### src/rtl/regdec_pkg.sv
package regdec_pkg;

  typedef enum logic [2:0] {
    ST_IDLE  = 3'd0,
    ST_WR    = 3'd1,
    ST_RD    = 3'd2,
    ST_DRAIN = 3'd3,
    ST_FIN   = 3'd4
  } seq_state_e;

endpackage

### src/rtl/regdec_ctrl.sv
module regdec_ctrl
  import regdec_pkg::*;
#(
  parameter int NREG = 6,
  parameter int AW   = 3
) (
  input  logic          clk,
  input  logic          rst_n,
  input  logic          start,
  output logic          launch,
  output logic          busy,
  output logic          done,
  output logic          wr_en,
  output logic [AW-1:0] wr_addr,
  output logic          wr_zero,
  output logic          rd_en,
  output logic [AW-1:0] rd_addr,
  output logic          rd_zero
);

  localparam logic [AW-1:0] LAST_IDX = AW'(NREG - 1);

  seq_state_e    state_q;
  logic [AW-1:0] pass_q;
  logic [AW-1:0] idx_q;
  logic          at_cand;

  assign at_cand = (idx_q == pass_q);

  always_ff @(posedge clk or negedge rst_n) begin
    if (!rst_n) begin
      state_q <= ST_IDLE;
      pass_q  <= '0;
      idx_q   <= '0;
    end else begin
      case (state_q)
        ST_IDLE: begin
          if (start) begin
            state_q <= ST_WR;
            pass_q  <= '0;
            idx_q   <= '0;
          end
        end
        ST_WR: begin
          if (at_cand) begin
            idx_q   <= '0;
            state_q <= ST_RD;
          end else begin
            idx_q <= idx_q + 1'b1;
          end
        end
        ST_RD: begin
          if (at_cand) begin
            idx_q <= '0;
            if (pass_q == LAST_IDX) begin
              state_q <= ST_DRAIN;
            end else begin
              pass_q  <= pass_q + 1'b1;
              state_q <= ST_WR;
            end
          end else begin
            idx_q <= idx_q + 1'b1;
          end
        end
        ST_DRAIN: state_q <= ST_FIN;
        ST_FIN:   state_q <= ST_IDLE;
        default:  state_q <= ST_IDLE;
      endcase
    end
  end

  always_comb begin
    launch  = (state_q == ST_IDLE) && start;
    busy    = (state_q != ST_IDLE);
    done    = (state_q == ST_FIN);
    wr_en   = (state_q == ST_WR);
    wr_addr = idx_q;
    wr_zero = at_cand;
    rd_en   = (state_q == ST_RD);
    rd_addr = idx_q;
    rd_zero = at_cand;
  end


  one_op_chk: assert property (@(posedge clk) disable iff (!rst_n)
    !(wr_en && rd_en));


  wr_ascend_chk: assert property (@(posedge clk) disable iff (!rst_n)
    (wr_en && wr_addr != '0) |-> ($past(wr_en) && wr_addr == $past(wr_addr) + 1'b1));


  rd_ascend_chk: assert property (@(posedge clk) disable iff (!rst_n)
    (rd_en && rd_addr != '0) |-> ($past(rd_en) && rd_addr == $past(rd_addr) + 1'b1));


  done_pulse_chk: assert property (@(posedge clk) disable iff (!rst_n)
    done |=> (!done && !busy));


  no_restart_chk: assert property (@(posedge clk) disable iff (!rst_n)
    (busy && start) |=> !(wr_en && wr_addr == '0 && pass_q == '0));

endmodule

### src/rtl/regdec_check.sv
module regdec_check #(
  parameter int W  = 8,
  parameter int AW = 3
) (
  input  logic          clk,
  input  logic          rst_n,
  input  logic          clear,
  input  logic          rd_en,
  input  logic [AW-1:0] rd_addr,
  input  logic          rd_zero,
  input  logic [W-1:0]  rd_data,
  output logic          fail,
  output logic [AW-1:0] fail_idx
);

  localparam logic [W-1:0] WORD_ONE  = {W{1'b1}};
  localparam logic [W-1:0] WORD_ZERO = {W{1'b0}};

  logic          pend_q;
  logic          pend_zero_q;
  logic [AW-1:0] pend_idx_q;
  logic          mismatch;

  always_ff @(posedge clk or negedge rst_n) begin
    if (!rst_n) begin
      pend_q      <= 1'b0;
      pend_zero_q <= 1'b0;
      pend_idx_q  <= '0;
    end else begin
      pend_q      <= rd_en;
      pend_zero_q <= rd_zero;
      pend_idx_q  <= rd_addr;
    end
  end

  always_comb begin
    mismatch = 1'b0;
    if (pend_q) begin
      mismatch = pend_zero_q ? (rd_data != WORD_ZERO) : (rd_data != WORD_ONE);
    end
  end

  always_ff @(posedge clk or negedge rst_n) begin
    if (!rst_n) begin
      fail     <= 1'b0;
      fail_idx <= '0;
    end else if (clear) begin
      fail     <= 1'b0;
      fail_idx <= '0;
    end else if (mismatch && !fail) begin
      fail     <= 1'b1;
      fail_idx <= pend_idx_q;
    end
  end


  flag_set_chk: assert property (@(posedge clk) disable iff (!rst_n)
    (mismatch && !clear) |=> fail);


  first_idx_hold_chk: assert property (@(posedge clk) disable iff (!rst_n)
    (fail && !clear) |=> (fail && $stable(fail_idx)));

endmodule

### src/rtl/regdec_seq.sv
module regdec_seq #(
  parameter int NREG = 6,
  parameter int W    = 8,
  parameter int AW   = (NREG > 1) ? $clog2(NREG) : 1
) (
  input  logic          clk,
  input  logic          rst_n,
  input  logic          start,
  output logic          busy,
  output logic          done,
  output logic          fail,
  output logic [AW-1:0] fail_idx,
  output logic          rf_wr_en,
  output logic [AW-1:0] rf_wr_addr,
  output logic [W-1:0]  rf_wr_data,
  output logic          rf_rd_en,
  output logic [AW-1:0] rf_rd_addr,
  input  logic [W-1:0]  rf_rd_data
);

  logic launch;
  logic wr_zero;
  logic rd_zero;

  regdec_ctrl #(.NREG(NREG), .AW(AW)) u_ctrl (
    .clk     (clk),
    .rst_n   (rst_n),
    .start   (start),
    .launch  (launch),
    .busy    (busy),
    .done    (done),
    .wr_en   (rf_wr_en),
    .wr_addr (rf_wr_addr),
    .wr_zero (wr_zero),
    .rd_en   (rf_rd_en),
    .rd_addr (rf_rd_addr),
    .rd_zero (rd_zero)
  );

  assign rf_wr_data = wr_zero ? {W{1'b0}} : {W{1'b1}};

  regdec_check #(.W(W), .AW(AW)) u_check (
    .clk      (clk),
    .rst_n    (rst_n),
    .clear    (launch),
    .rd_en    (rf_rd_en),
    .rd_addr  (rf_rd_addr),
    .rd_zero  (rd_zero),
    .rd_data  (rf_rd_data),
    .fail     (fail),
    .fail_idx (fail_idx)
  );


  wr_word_chk: assert property (@(posedge clk) disable iff (!rst_n)
    (rf_wr_en && rf_wr_data != {W{1'b0}}) |-> (rf_wr_data == {W{1'b1}}));

endmodule

### config.mk
export PLATFORM = sky130hd
export DESIGN_NAME = regdec_seq
export DESIGN_NICKNAME = d
export VERILOG_FILES = /design/src/rtl/regdec_pkg.sv /design/src/rtl/regdec_ctrl.sv /design/src/rtl/regdec_check.sv /design/src/rtl/regdec_seq.sv
export SDC_FILE = /design/constraint.sdc
export NUM_CORES = 1
export LEC_CHECK = 0
export BUFFER_PORTS_ARGS = -buffer_cell sky130_fd_sc_hd__buf_2
export CAP_MARGIN = 10
export CORE_MARGIN = 2
export CORE_UTILIZATION = 52
export CTS_BUF_LIST = sky130_fd_sc_hd__clkbuf_16
export DETAILED_ROUTE_END_ITERATION = 12
export GPL_TIMING_DRIVEN = 0
export PLACE_DENSITY = 0.8
export SLEW_MARGIN = 0
export SYNTH_ARGS = -nofsm -noshare
export SYNTH_HDL_FRONTEND = slang
export SYNTH_SLANG_ARGS = --single-unit
### constraint.sdc
create_clock -name clk -period 3.95 [get_ports clk]
set_input_delay 0 -clock clk [delete_from_list [all_inputs] [get_ports clk]]
set_output_delay 0 -clock clk [all_outputs]
set_load 0.03 [all_outputs]
==> out/results.tsv, run 1 <==
stage	metric	value	unit
synthesis	synth-seq-cells	18	
worst_setup_path	cp_cell_sequence	buf_12 -> xnor2_1 -> nand3_1 -> clkbuf_1 -> buf_4 -> buf_2	
min_path	hold_depth	4	
worst_setup_path	critPathLaunchType	flop	
sta	hold_viol_final	0	
placement	dp_hpwl	1430	um
worst_setup_path	arrival	2020	ps
synthesis	syn_area_per_cell	10.2	um^2
synthesis	ys_types	32	
sta	drv_slew	0	
outcome	run_status	finished, final reports clean	
grt	gr-total-overflow	0	
sta	worst_slew_pin_slew	690	ps
placement	port_buffers	32	
worst_setup_path	cp-end-kind	output pin	
placement	gp_congestion	0.765	
floorplanning	row_count	15	
sta	maxSlewHeadroom	54.0	%
routing	drc	0	
sta	rsz0062_at_grt	false	
worst_setup_path	r2r-end	u_ctrl.rd_addr[2]	
grt	grt_usage	20.2	%
routing	first_pass_iters	4	
synthesis	yosys-top-cells-area	dfrtp_1, buf_4, mux2i_1	
cts	cts_inserted_buffers	3	
routing	viasPerCell	5.23	
cts	cts-resized-gates	0	
floorplanning	start_util	56.1	%
worst_setup_path	r2r_start	u_ctrl.pass_q[2]	
floorplanning	fp.coreArea	1750	um^2
worst_setup_path	path_depth	6	
routing	routed_wirelength	2080	um
placement	place_inst	153	
worst_setup_path	critPathLaunch	u_ctrl.pass_q[2]	
floorplanning	die_w	47.4	um
floorplanning	dieArea	2240	um^2
worst_setup_path	crit_slowest_cell	clkbuf_1	
cells_and_area	fin_cells	158	
worst_setup_path	crit_required	3950	ps
sta	period_needed	2020	ps
cts	cts_sinks	18	
cells_and_area	synthToLayoutAreaGrowth	28.6	%
cts	clk_path_buf_depth	2	
synthesis	synth_fp_nets	110	
sta	final.period_utilization	51.3	%
worst_setup_path	crit_path_end	rf_wr_data[2]	
grt	grt_first_pass_wirelength	3100	um
synthesis	syn_area	978	um^2
sta	setup_violations	0	
synthesis	yosysTopAreaCell	dfrtp_1	
routing	routedWlPerCell	13.1	um
cells_and_area	fillerInstances	139	
synthesis	netlist_instances	96	
grt	grt_antenna_before_repair	0	
cells_and_area	drive_above_1_share	39.1	%
synthesis	synth_seq_area_share	46.0	%
worst_setup_path	path_max_fanout	17	
synthesis	yosys.area.top_type_share	46.0	%
floorplanning	io_pins	33	
routing	drtIter0Drc	6	
routing	dr_total_vias	827	
grt	grt_pass1_vias	739	
min_path	hp-class	input pin to flop	
sta	setup_tns	0	ps
cts	insertion_delay	250	ps
grt	grt_max_degree	19	
worst_setup_path	rrSetupSlack	2140	ps
worst_setup_path	path_class	flop to output pin	
worst_setup_path	rr_worst_depth	6	
cts	clkSlewWorstSetupHoldPaths	50	ps
worst_setup_path	critical_path_buf_inv_count	4	
job	max_cap_violations	0	
cells_and_area	fin_nets	148	
sta	fin_skew	3.99	ps
synthesis	yosysWarnings	0	
worst_setup_path	critPathMaxStageDelay	560	ps
worst_setup_path	crit_family	buffers and inverters	
cts	cts_root_buf	clkbuf_16	
cts	cts_tree	built	
sta	fmax	0.494	GHz
routing	postRouteAntennaNets	0	
floorplanning	die_h	47.4	um
cells_and_area	layout_common_cells	buf_2, dfrtp_1, nand2_1	
cts	postCtsSetupRepairBufs	0	
cts	h-tree-depth	1	
cells_and_area	antennaDiodeCount	0	
cells_and_area	final_common_cell	buf_2	
## registers in the layout, summed over array words and instances, names as in the netlist
name and flops:
u_ctrl.state_q 3, u_ctrl.pass_q 3, u_ctrl.rd_addr 3, u_check.fail 1
u_check.pend_q 1, u_check.pend_zero_q 1, u_check.pend_idx_q 3, u_check.fail_idx 3
## synth_stat cells, drive strengths merged
cell,number
nor4b,1
clkinv,1
nand4,1
nor2,4
a21oi,3
mux2i,6
o41ai,1
o21a,1
a311o,1
a311oi,1
ha,3
dfrtp,18
clkbuf,2
nand2,11
buf,11
o22ai,2
or3,1
a31oi,4
or4b,1
o31ai,1
nor3,2
a211oi,1
and2,1
nand3b,1
or3b,2
xnor2,3
nand3,2
o21ai,1
nor3b,1
inv,8
## kinds of logic after synthesis
kind of cell	count (synthesis)	synth area share (%)
DFF	18	46.0
buffers and inverters	22	14.1
muxes	6	6.14
adders and majority gates	3	3.84
xor gates and xnor gates	3	2.69
AOI/OAI and AO/OA	16	11.5
and+or+nand+nor	28	15.7
## cell type report
cell class | count | area (um^2) | share of cell area [%]
Tap cell | 25 | 31.3 | 2.49
Buffer | 13 | 103 | 8.15
Sequential cell | 18 | 450 | 35.8
Clock buffer | 3 | 75.1 | 5.96
Timing Repair Buffer | 33 | 170 | 13.5
Inverter | 9 | 35.0 | 2.78
Multi-Input combinational cell | 56 | 390 | 31.0
Clock inverter | 1 | 3.75 | 0.298
## how the worst min path moves through the flow
| stage | from | endpoint | slack, ps |
|---|---|---|---|
| 2_1_floorplan | rst_n | u_check.fail | -300 |
| 3_3_place_gp | rst_n | u_ctrl.state_q[2] | -60 |
| 3_5_place_dp | rst_n | u_ctrl.state_q[2] | -60 |
| 4_1_cts | rf_rd_data[4] | u_check.fail | 180 |
| 5_1_grt | rf_rd_data[4] | u_check.fail | 210 |
| 6_report | rf_rd_data[4] | u_check.fail | 160 |
## metrics by stage
stage	area, um^2	hold slack, ps	utilization, %	worst slack [ps]
after floorplan	978	-296	-	2100
after global placement	1170	-57.0	67.0	2290
after detailed placement	1170	-55.2	67.0	2250
after CTS	1260	175	72.1	1930
after global routing	1260	211	72.1	1850
final	1260	160	72.1	1930
## per-layer routing
layer	vias up	wire length [um]	track usage [%]	part of all wire, %
li1	397	-	-	-
met1	397	887	22.2	43
met2	28	1050	37.6	51
met3	5	103	3.46	5.0
met4	0	30	8.33	1.4
met5	-	0	0	0
## worst min-delay path, cell delays in order
cell and delay [ps]:
buf_2 90, nor2_1 50, a31oi_1 130, o21a_1 110
## timing repair
action / CTS / global route
hold buffers: 1 / 0
setup endpoints to repair: 0 / 0
endpoints found under the hold margin: 18 / 0
Power of run 1 is left out: the tool's default activity adds up to more than one toggle a clock period on the data nets, which glitch-free logic cannot reach.
==> run 2, diff against run 1 <==
--- a/config.mk
+++ b/config.mk
@@ -8,11 +8,11 @@
 export BUFFER_PORTS_ARGS = -buffer_cell sky130_fd_sc_hd__buf_2
 export CAP_MARGIN = 10
 export CORE_MARGIN = 2
-export CORE_UTILIZATION = 52
+export CORE_UTILIZATION = 44
 export CTS_BUF_LIST = sky130_fd_sc_hd__clkbuf_16
 export DETAILED_ROUTE_END_ITERATION = 12
 export GPL_TIMING_DRIVEN = 0
-export PLACE_DENSITY = 0.8
+export PLACE_DENSITY = 0.72
 export SLEW_MARGIN = 0
 export SYNTH_ARGS = -nofsm -noshare
 export SYNTH_HDL_FRONTEND = slang
==> constraint.sdc (replaced) <==
create_clock -name clk -period 1.65 [get_ports clk]
set_input_delay 0 -clock clk [delete_from_list [all_inputs] [get_ports clk]]
set_output_delay 0 -clock clk [all_outputs]
set_load 0.03 [all_outputs]
==> run 2 against run 1 <==
  * Global-route usage is 4.4 points lower
  * Clock-buffer cell count unchanged
  * Die area increased by 17%
  * Sequential share of layout area shrank 0.80 points
  * Cell count rose by 1.9%
  * Sequential cell count unchanged
  * Non-clock buffer count unchanged
==> out/results.tsv, run 2 (synthesis gave the netlist of run 1 again) <==
stage	metric	value	unit
placement	port_buffers	32	
cts	postCtsSetupRepairBufs	0	
cts	h-tree-depth	1	
sta	fmax	0.622	GHz
floorplanning	start_util	45.5	%
placement	dp_hpwl	1380	um
routing	routed_wirelength	1890	um
min_path	hp-class	input pin to flop	
routing	routedWlPerCell	11.7	um
floorplanning	die_w	51.2	um
grt	gr-total-overflow	0	
cts	cts_inserted_buffers	3	
sta	rsz0062_at_grt	false	
cts	cts_tree	built	
floorplanning	die_h	51.2	um
cts	cts_sinks	18	
routing	postRouteAntennaNets	0	
floorplanning	io_pins	33	
sta	fin_skew	1.32	ps
floorplanning	dieArea	2620	um^2
sta	maxSlewHeadroom	56.7	%
placement	gp_congestion	0.683	
cells_and_area	fillerInstances	196	
sta	worst_slew_pin_slew	645	ps
routing	viasPerCell	4.96	
sta	setup_violations	0	
floorplanning	fp.coreArea	2150	um^2
routing	drc	0	
sta	final.period_utilization	97.4	%
routing	drtIter0Drc	5	
worst_setup_path	critPathLaunchType	flop	
sta	setup_tns	0	ps
cells_and_area	ff_latch_area	450	um^2
cells_and_area	drive_above_1_share	42.1	%
cells_and_area	final_common_cell	buf_2	
floorplanning	row_count	17	
worst_setup_path	rrSetupSlack	40	ps
sta	period_needed	1610	ps
cells_and_area	antennaDiodeCount	0	
routing	first_pass_iters	2	
grt	grt_max_degree	19	
cts	cts_root_buf	clkbuf_16	
cells_and_area	multi_input_area	403	um^2
cts	insertion_delay	250	ps
cts	clk_path_buf_depth	2	
cells_and_area	fin_nets	148	
worst_setup_path	path_max_fanout	8	
outcome	run_status	finished, final reports clean	
cells_and_area	layout_common_cells	buf_2, dfrtp_1, nand2_1	
sta	hold_viol_final	0	
cells_and_area	synthToLayoutAreaGrowth	31.6	%
cts	clkSlewWorstSetupHoldPaths	50	ps
worst_setup_path	path_class	flop to flop	
grt	grt_usage	15.8	%
sta	drv_slew	0	
grt	grt_first_pass_wirelength	3110	um
routing	dr_total_vias	798	
worst_setup_path	crit_required	1810	ps
job	max_cap_violations	0	
worst_setup_path	cp-end-kind	flop	
grt	grt_antenna_before_repair	0	
grt	grt_pass1_vias	747	
worst_setup_path	arrival	1770	ps
==> run 2: layout make-up <==
type	count	share of cell area [%]
clock inverters	1	0.292
multi-input cells	56	31.3
inverters	9	2.72
clock buffers	3	5.83
flip-flops and latches	18	35.0
repair buffers	33	13.2
well taps	28	2.72
plain buffers	13	8.94
==> run 2: path summary, 6_finish.rpt <==
kind	startpoint	cells past startpoint	to
max in group asynchronous	rst_n	2	u_check.pend_idx_q[2]
worst min register to register	u_check.pend_idx_q[2]	2	u_check.fail_idx[2]
worst min-delay path	rf_rd_data[4]	4	u_check.fail
worst max register to register	u_ctrl.state_q[1]	3	u_ctrl.pass_q[2]
worst max-delay path	u_ctrl.state_q[1]	3	u_ctrl.pass_q[2]
min in group asynchronous	rst_n	2	u_check.fail_idx[2]
==> run 2: per-layer routing <==
layer / global-route usage (%) / share of wire (%) / up-vias
met5: 0 / 0 / -
met3: 3.51 / 6.2 / 2
met1: 18.1 / 43 / 375
met4: 6.76 / 1.0 / 0
met2: 27.9 / 50 / 26
li1: - / - / 395
==> run 2: critical path, cell delays in order (launching register included) <==
cell	delay (ps)
dfrtp_1	450
or4b_4	580
a311o_1	360
a31oi_1	140
==> run 2: through the flow <==
step | hold slack [ps] | util [%] | instance area (um^2) | worst slack, ps | instances
6_report | 155 | 59.9 | 1290 | 42.2 | 161
5_1_grt | 214 | 59.9 | 1290 | 5.63 | 161
4_1_cts | 157 | 59.2 | 1270 | 5.18 | 161
3_5_place_dp | -50.6 | 54.7 | 1170 | 0.958 | 156
3_3_place_gp | -51.3 | 54.7 | 1170 | 59.2 | 156
2_1_floorplan | -296 | - | 980 | 5.24 | 96
==> run 2: what timing repair did <==
action | 4_1_cts | 5_1_grt
setup endpoints to repair | 9 | 11
gates resized for setup | 2 | 5
hold endpoints to repair | 18 | 0
pin swaps | 1 | 0
hold buffers | 1 | 0
Power of run 2 is left out for the same reason.
==> run 3, diff against run 2 <==
--- a/config.mk
+++ b/config.mk
@@ -8,12 +8,13 @@
 export BUFFER_PORTS_ARGS = -buffer_cell sky130_fd_sc_hd__buf_2
 export CAP_MARGIN = 10
 export CORE_MARGIN = 2
-export CORE_UTILIZATION = 44
+export CORE_UTILIZATION = 45
 export CTS_BUF_LIST = sky130_fd_sc_hd__clkbuf_16
 export DETAILED_ROUTE_END_ITERATION = 12
 export GPL_TIMING_DRIVEN = 0
-export PLACE_DENSITY = 0.72
+export PLACE_DENSITY = 0.73
 export SLEW_MARGIN = 0
 export SYNTH_ARGS = -nofsm -noshare
 export SYNTH_HDL_FRONTEND = slang
+export SYNTH_HIERARCHICAL = 1
 export SYNTH_SLANG_ARGS = --single-unit
==> run 3 against run 2 <==
  * Critical endpoint is now u_ctrl/pass_q[2]
  * Global-route usage up 2.3 points
  * Cell area up 18%
  * Maximum frequency down 0.89%
  * Critical path depth up 2
  * Setup slack worse by 14 ps
  * Via count up 15%
  * Clock-buffer cell count unchanged
  * Worst hold slack worse by 24 ps
  * First-iteration DRC count up 20%
  * Cell count up 9.9%
==> out/results.tsv, run 3 <==
stage	metric	value	unit
outcome	run_status	finished, final reports clean	
cts	cts_tree	built	
cts	insertion_delay	250	ps
grt	grt_antenna_before_repair	0	
pwr	p_seq_share	19.5	%
synthesis	synth_fp_nets	112	
synthesis	ys_types	35	
synthesis	syn_area_per_cell	10.7	um^2
pwr	p_int	1760	uW
pwr	switching_share	44.9	%
grt	grt_pass1_vias	804	
grt	grt_usage	18.0	%
worst_setup_path	rrSetupSlack	30	ps
floorplanning	dieArea	2730	um^2
cts	clkSlewWorstSetupHoldPaths	50	ps
cells_and_area	antennaDiodeCount	0	
cells_and_area	multi_input_area	532	um^2
cells_and_area	fillerInstances	173	
floorplanning	fp.coreArea	2210	um^2
worst_setup_path	crit_family	simple AND/OR/NAND/NOR gates	
min_path	hp-class	input pin to flop	
worst_setup_path	cp_cell_sequence	inv_2 -> ha_4 -> and3_4 -> or3_4 -> a211o_1	
synthesis	yosysWarnings	6	
cts	clk_path_buf_depth	2	
cells_and_area	fin_cells	177	
sta	setup_violations	0	
sta	hold_ws	130	ps
routing	routedWlPerCell	13.6	um
cells_and_area	final_util	68.9	%
synthesis	netlist_instances	98	
routing	drtIter0Drc	6	
cells_and_area	fin_nets	164	
worst_setup_path	r2r-end	u_ctrl/pass_q[2]	
synthesis	synth_edf_count	0	
worst_setup_path	r2r_start	u_ctrl/pass_q[1]	
worst_setup_path	critPathLaunchType	flop	
sta	worst_slew_pin_slew	553	ps
pwr	power-per-cell-area	2090	nW/um^2
min_path	hold_depth	4	
placement	gp_congestion	0.739	
synthesis	yosys-top-cells-area	dfrtp_1, buf_4, mux2i_1	
sta	hold_viol_final	0	
min_path	hold_end	u_check/fail	
synthesis	ys.flop_type	dfrtp_1	
worst_setup_path	path_class	flop to flop	
floorplanning	row_count	17	
placement	place_inst	158	
cts	cts_sinks	18	
sta	rsz0062_at_grt	true	
routing	dr_total_vias	914	
sta	maxSlewHeadroom	63.0	%
cts	cts_inserted_buffers	3	
synthesis	yosysMostFrequentCell	dfrtp_1	
cells_and_area	drive_above_1_share	59.7	%
synthesis	yosys.area.top_type_share	43.0	%
worst_setup_path	arrival	1760	ps
floorplanning	io_pins	33	
worst_setup_path	critPathMaxStageDelay	410	ps
synthesis	synth-seq-cells	18	
placement	port_buffers	32	
cells_and_area	ff_latch_area	457	um^2
routing	postRouteAntennaNets	0	
sta	drv_slew	0	
min_path	worstHoldStart	start	
cts	h-tree-depth	1	
worst_setup_path	crit_slowest_cell	dfrtp_1	
cells_and_area	layout_common_cells	buf_2, buf_4, dfrtp_1	
pwr	ir_worst_vdd	0.00139	V
pwr	p_leak	0.000761	uW
pwr	combPwrFrac	65.3	%
pwr	switchingPower	1430	uW
grt	grt_max_degree	19	
floorplanning	start_util	47.3	%
worst_setup_path	rr_worst_depth	5	
routing	routed_wirelength	2420	um
routing	viasPerCell	5.16	
worst_setup_path	path_max_fanout	3	
placement	dp_hpwl	1530	um
sta	fmax	0.616	GHz
worst_setup_path	cp-end-kind	flop	
synthesis	synth_seq_area_share	43.0	%
job	max_cap_violations	0	
cells_and_area	final_common_cell	buf_2	
synthesis	syn_area	1050	um^2
cts	cts_root_buf	clkbuf_16	
synthesis	async_flop_share	100	%
sta	period_needed	1620	ps
synthesis	yosysTopAreaCell	dfrtp_1	
sta	final.period_utilization	98.3	%
floorplanning	die_w	52.2	um
floorplanning	die_h	52.2	um
cells_and_area	synthToLayoutAreaGrowth	45.5	%
routing	first_pass_iters	4	
synthesis	synth.top_cells.by_count	dfrtp_1, buf_4, inv_1	
routing	drc	0	
pwr	clkPwrFrac	15.2	%
worst_setup_path	critical_path_buf_inv_count	1	
grt	grt_first_pass_wirelength	3530	um
grt	gr-total-overflow	0	
worst_setup_path	crit_required	1780	ps
sta	fin_skew	1.73	ps
-- run 3: cell count changes after synthesis, moves of 2 or more --
cell / delta
buf_2: +2
nand2_1: -7
a22o_1: +2
a31oi_1: -4
clkbuf_1: -2
nand2b_1: +6
or3_1: +2
-- run 3: worst min-delay path, cell delays in order --
cell,delay [ps]
buf_2,120
inv_1,60
nor2_2,60
nor2_1,90
-- run 3: metal layers --
metal / global-route usage [%] / part of all wire (%) / wire, um
met1: 20.7 / 41 / 996
met3: 2.57 / 4.7 / 114
met4: 10.3 / 3.1 / 74
met2: 31.9 / 51 / 1230
met5: 0 / 0 / 0
-- run 3: what timing repair did --
item	in CTS	in global routing
hold buffers	1	0
resized for setup	12	12
buffers inserted	8	7
endpoints found under the setup margin	8	13
pin swaps	4	5
hold endpoints to repair	18	0
-- run 3: cells by family (layout without fill, tap and decap cells) --
kind of cell	Yosys count	count (layout)	synth area share, %
DFF	18	18	43.0
adders and majority gates	3	3	3.58
AOI/OAI and AO/OA	13	13	9.68
buffers and inverters	21	72	12.4
muxes	6	6	5.85
xor gates and xnor gates	4	4	3.34
and+or+nand+nor	33	33	22.1
-- run 3: through the flow --
| stage | TNS [ps] | power [uW] | worst slack [ps] | instance area [um^2] |
|---|---|---|---|---|
| 2_1_floorplan | 0 | 1960 | 19.6 | 1050 |
| 3_3_place_gp | 0 | 2290 | 33.7 | 1240 |
| 3_5_place_dp | 0 | 2350 | 14.3 | 1240 |
| 4_1_cts | -10.1 | 3030 | -8.70 | 1430 |
| 5_1_grt | -244 | 3350 | -40.8 | 1520 |
| 6_report | 0 | 3190 | 27.8 | 1520 |
-- run 3: final cells by class --
class	instances	share of cell area, %
repair buffers	48	19.0
clock buffers	3	4.93
flip-flops and latches	18	30.0
inverters	7	2.13
well taps	28	2.30
plain buffers	13	6.57
clock inverters	1	0.246
multi-input cells	59	34.9
-- run 3: worst max-delay path by stage --
stage | slack [ps] | to | cells after the start | from
finish | 30 | u_ctrl/pass_q[2] | 5 | u_ctrl/pass_q[1]
global route | -40 | rf_wr_data[2] | 6 | u_ctrl/rd_addr[0]
CTS | -9 | u_ctrl/pass_q[1] | 6 | u_ctrl/pass_q[1]
detailed placement | 10 | rf_wr_data[4] | 7 | u_ctrl/rd_addr[0]
global placement | 30 | u_ctrl/pass_q[2] | 4 | u_ctrl/pass_q[0]
floorplan | 20 | rf_wr_data[1] | 6 | u_ctrl/rd_addr[0]
-- run 3: power groups by stage --
stage                     registers [uW]  logic [uW]  clock network [uW]
after CTS                            617        1920                 487
after global routing                 638        2210                 502
after floorplan                      661        1300                   0
final                                621        2080                 485
after detailed placement             618        1730                   0
after global placement               615        1680                   0
Power figures use the tool's default switching activity.
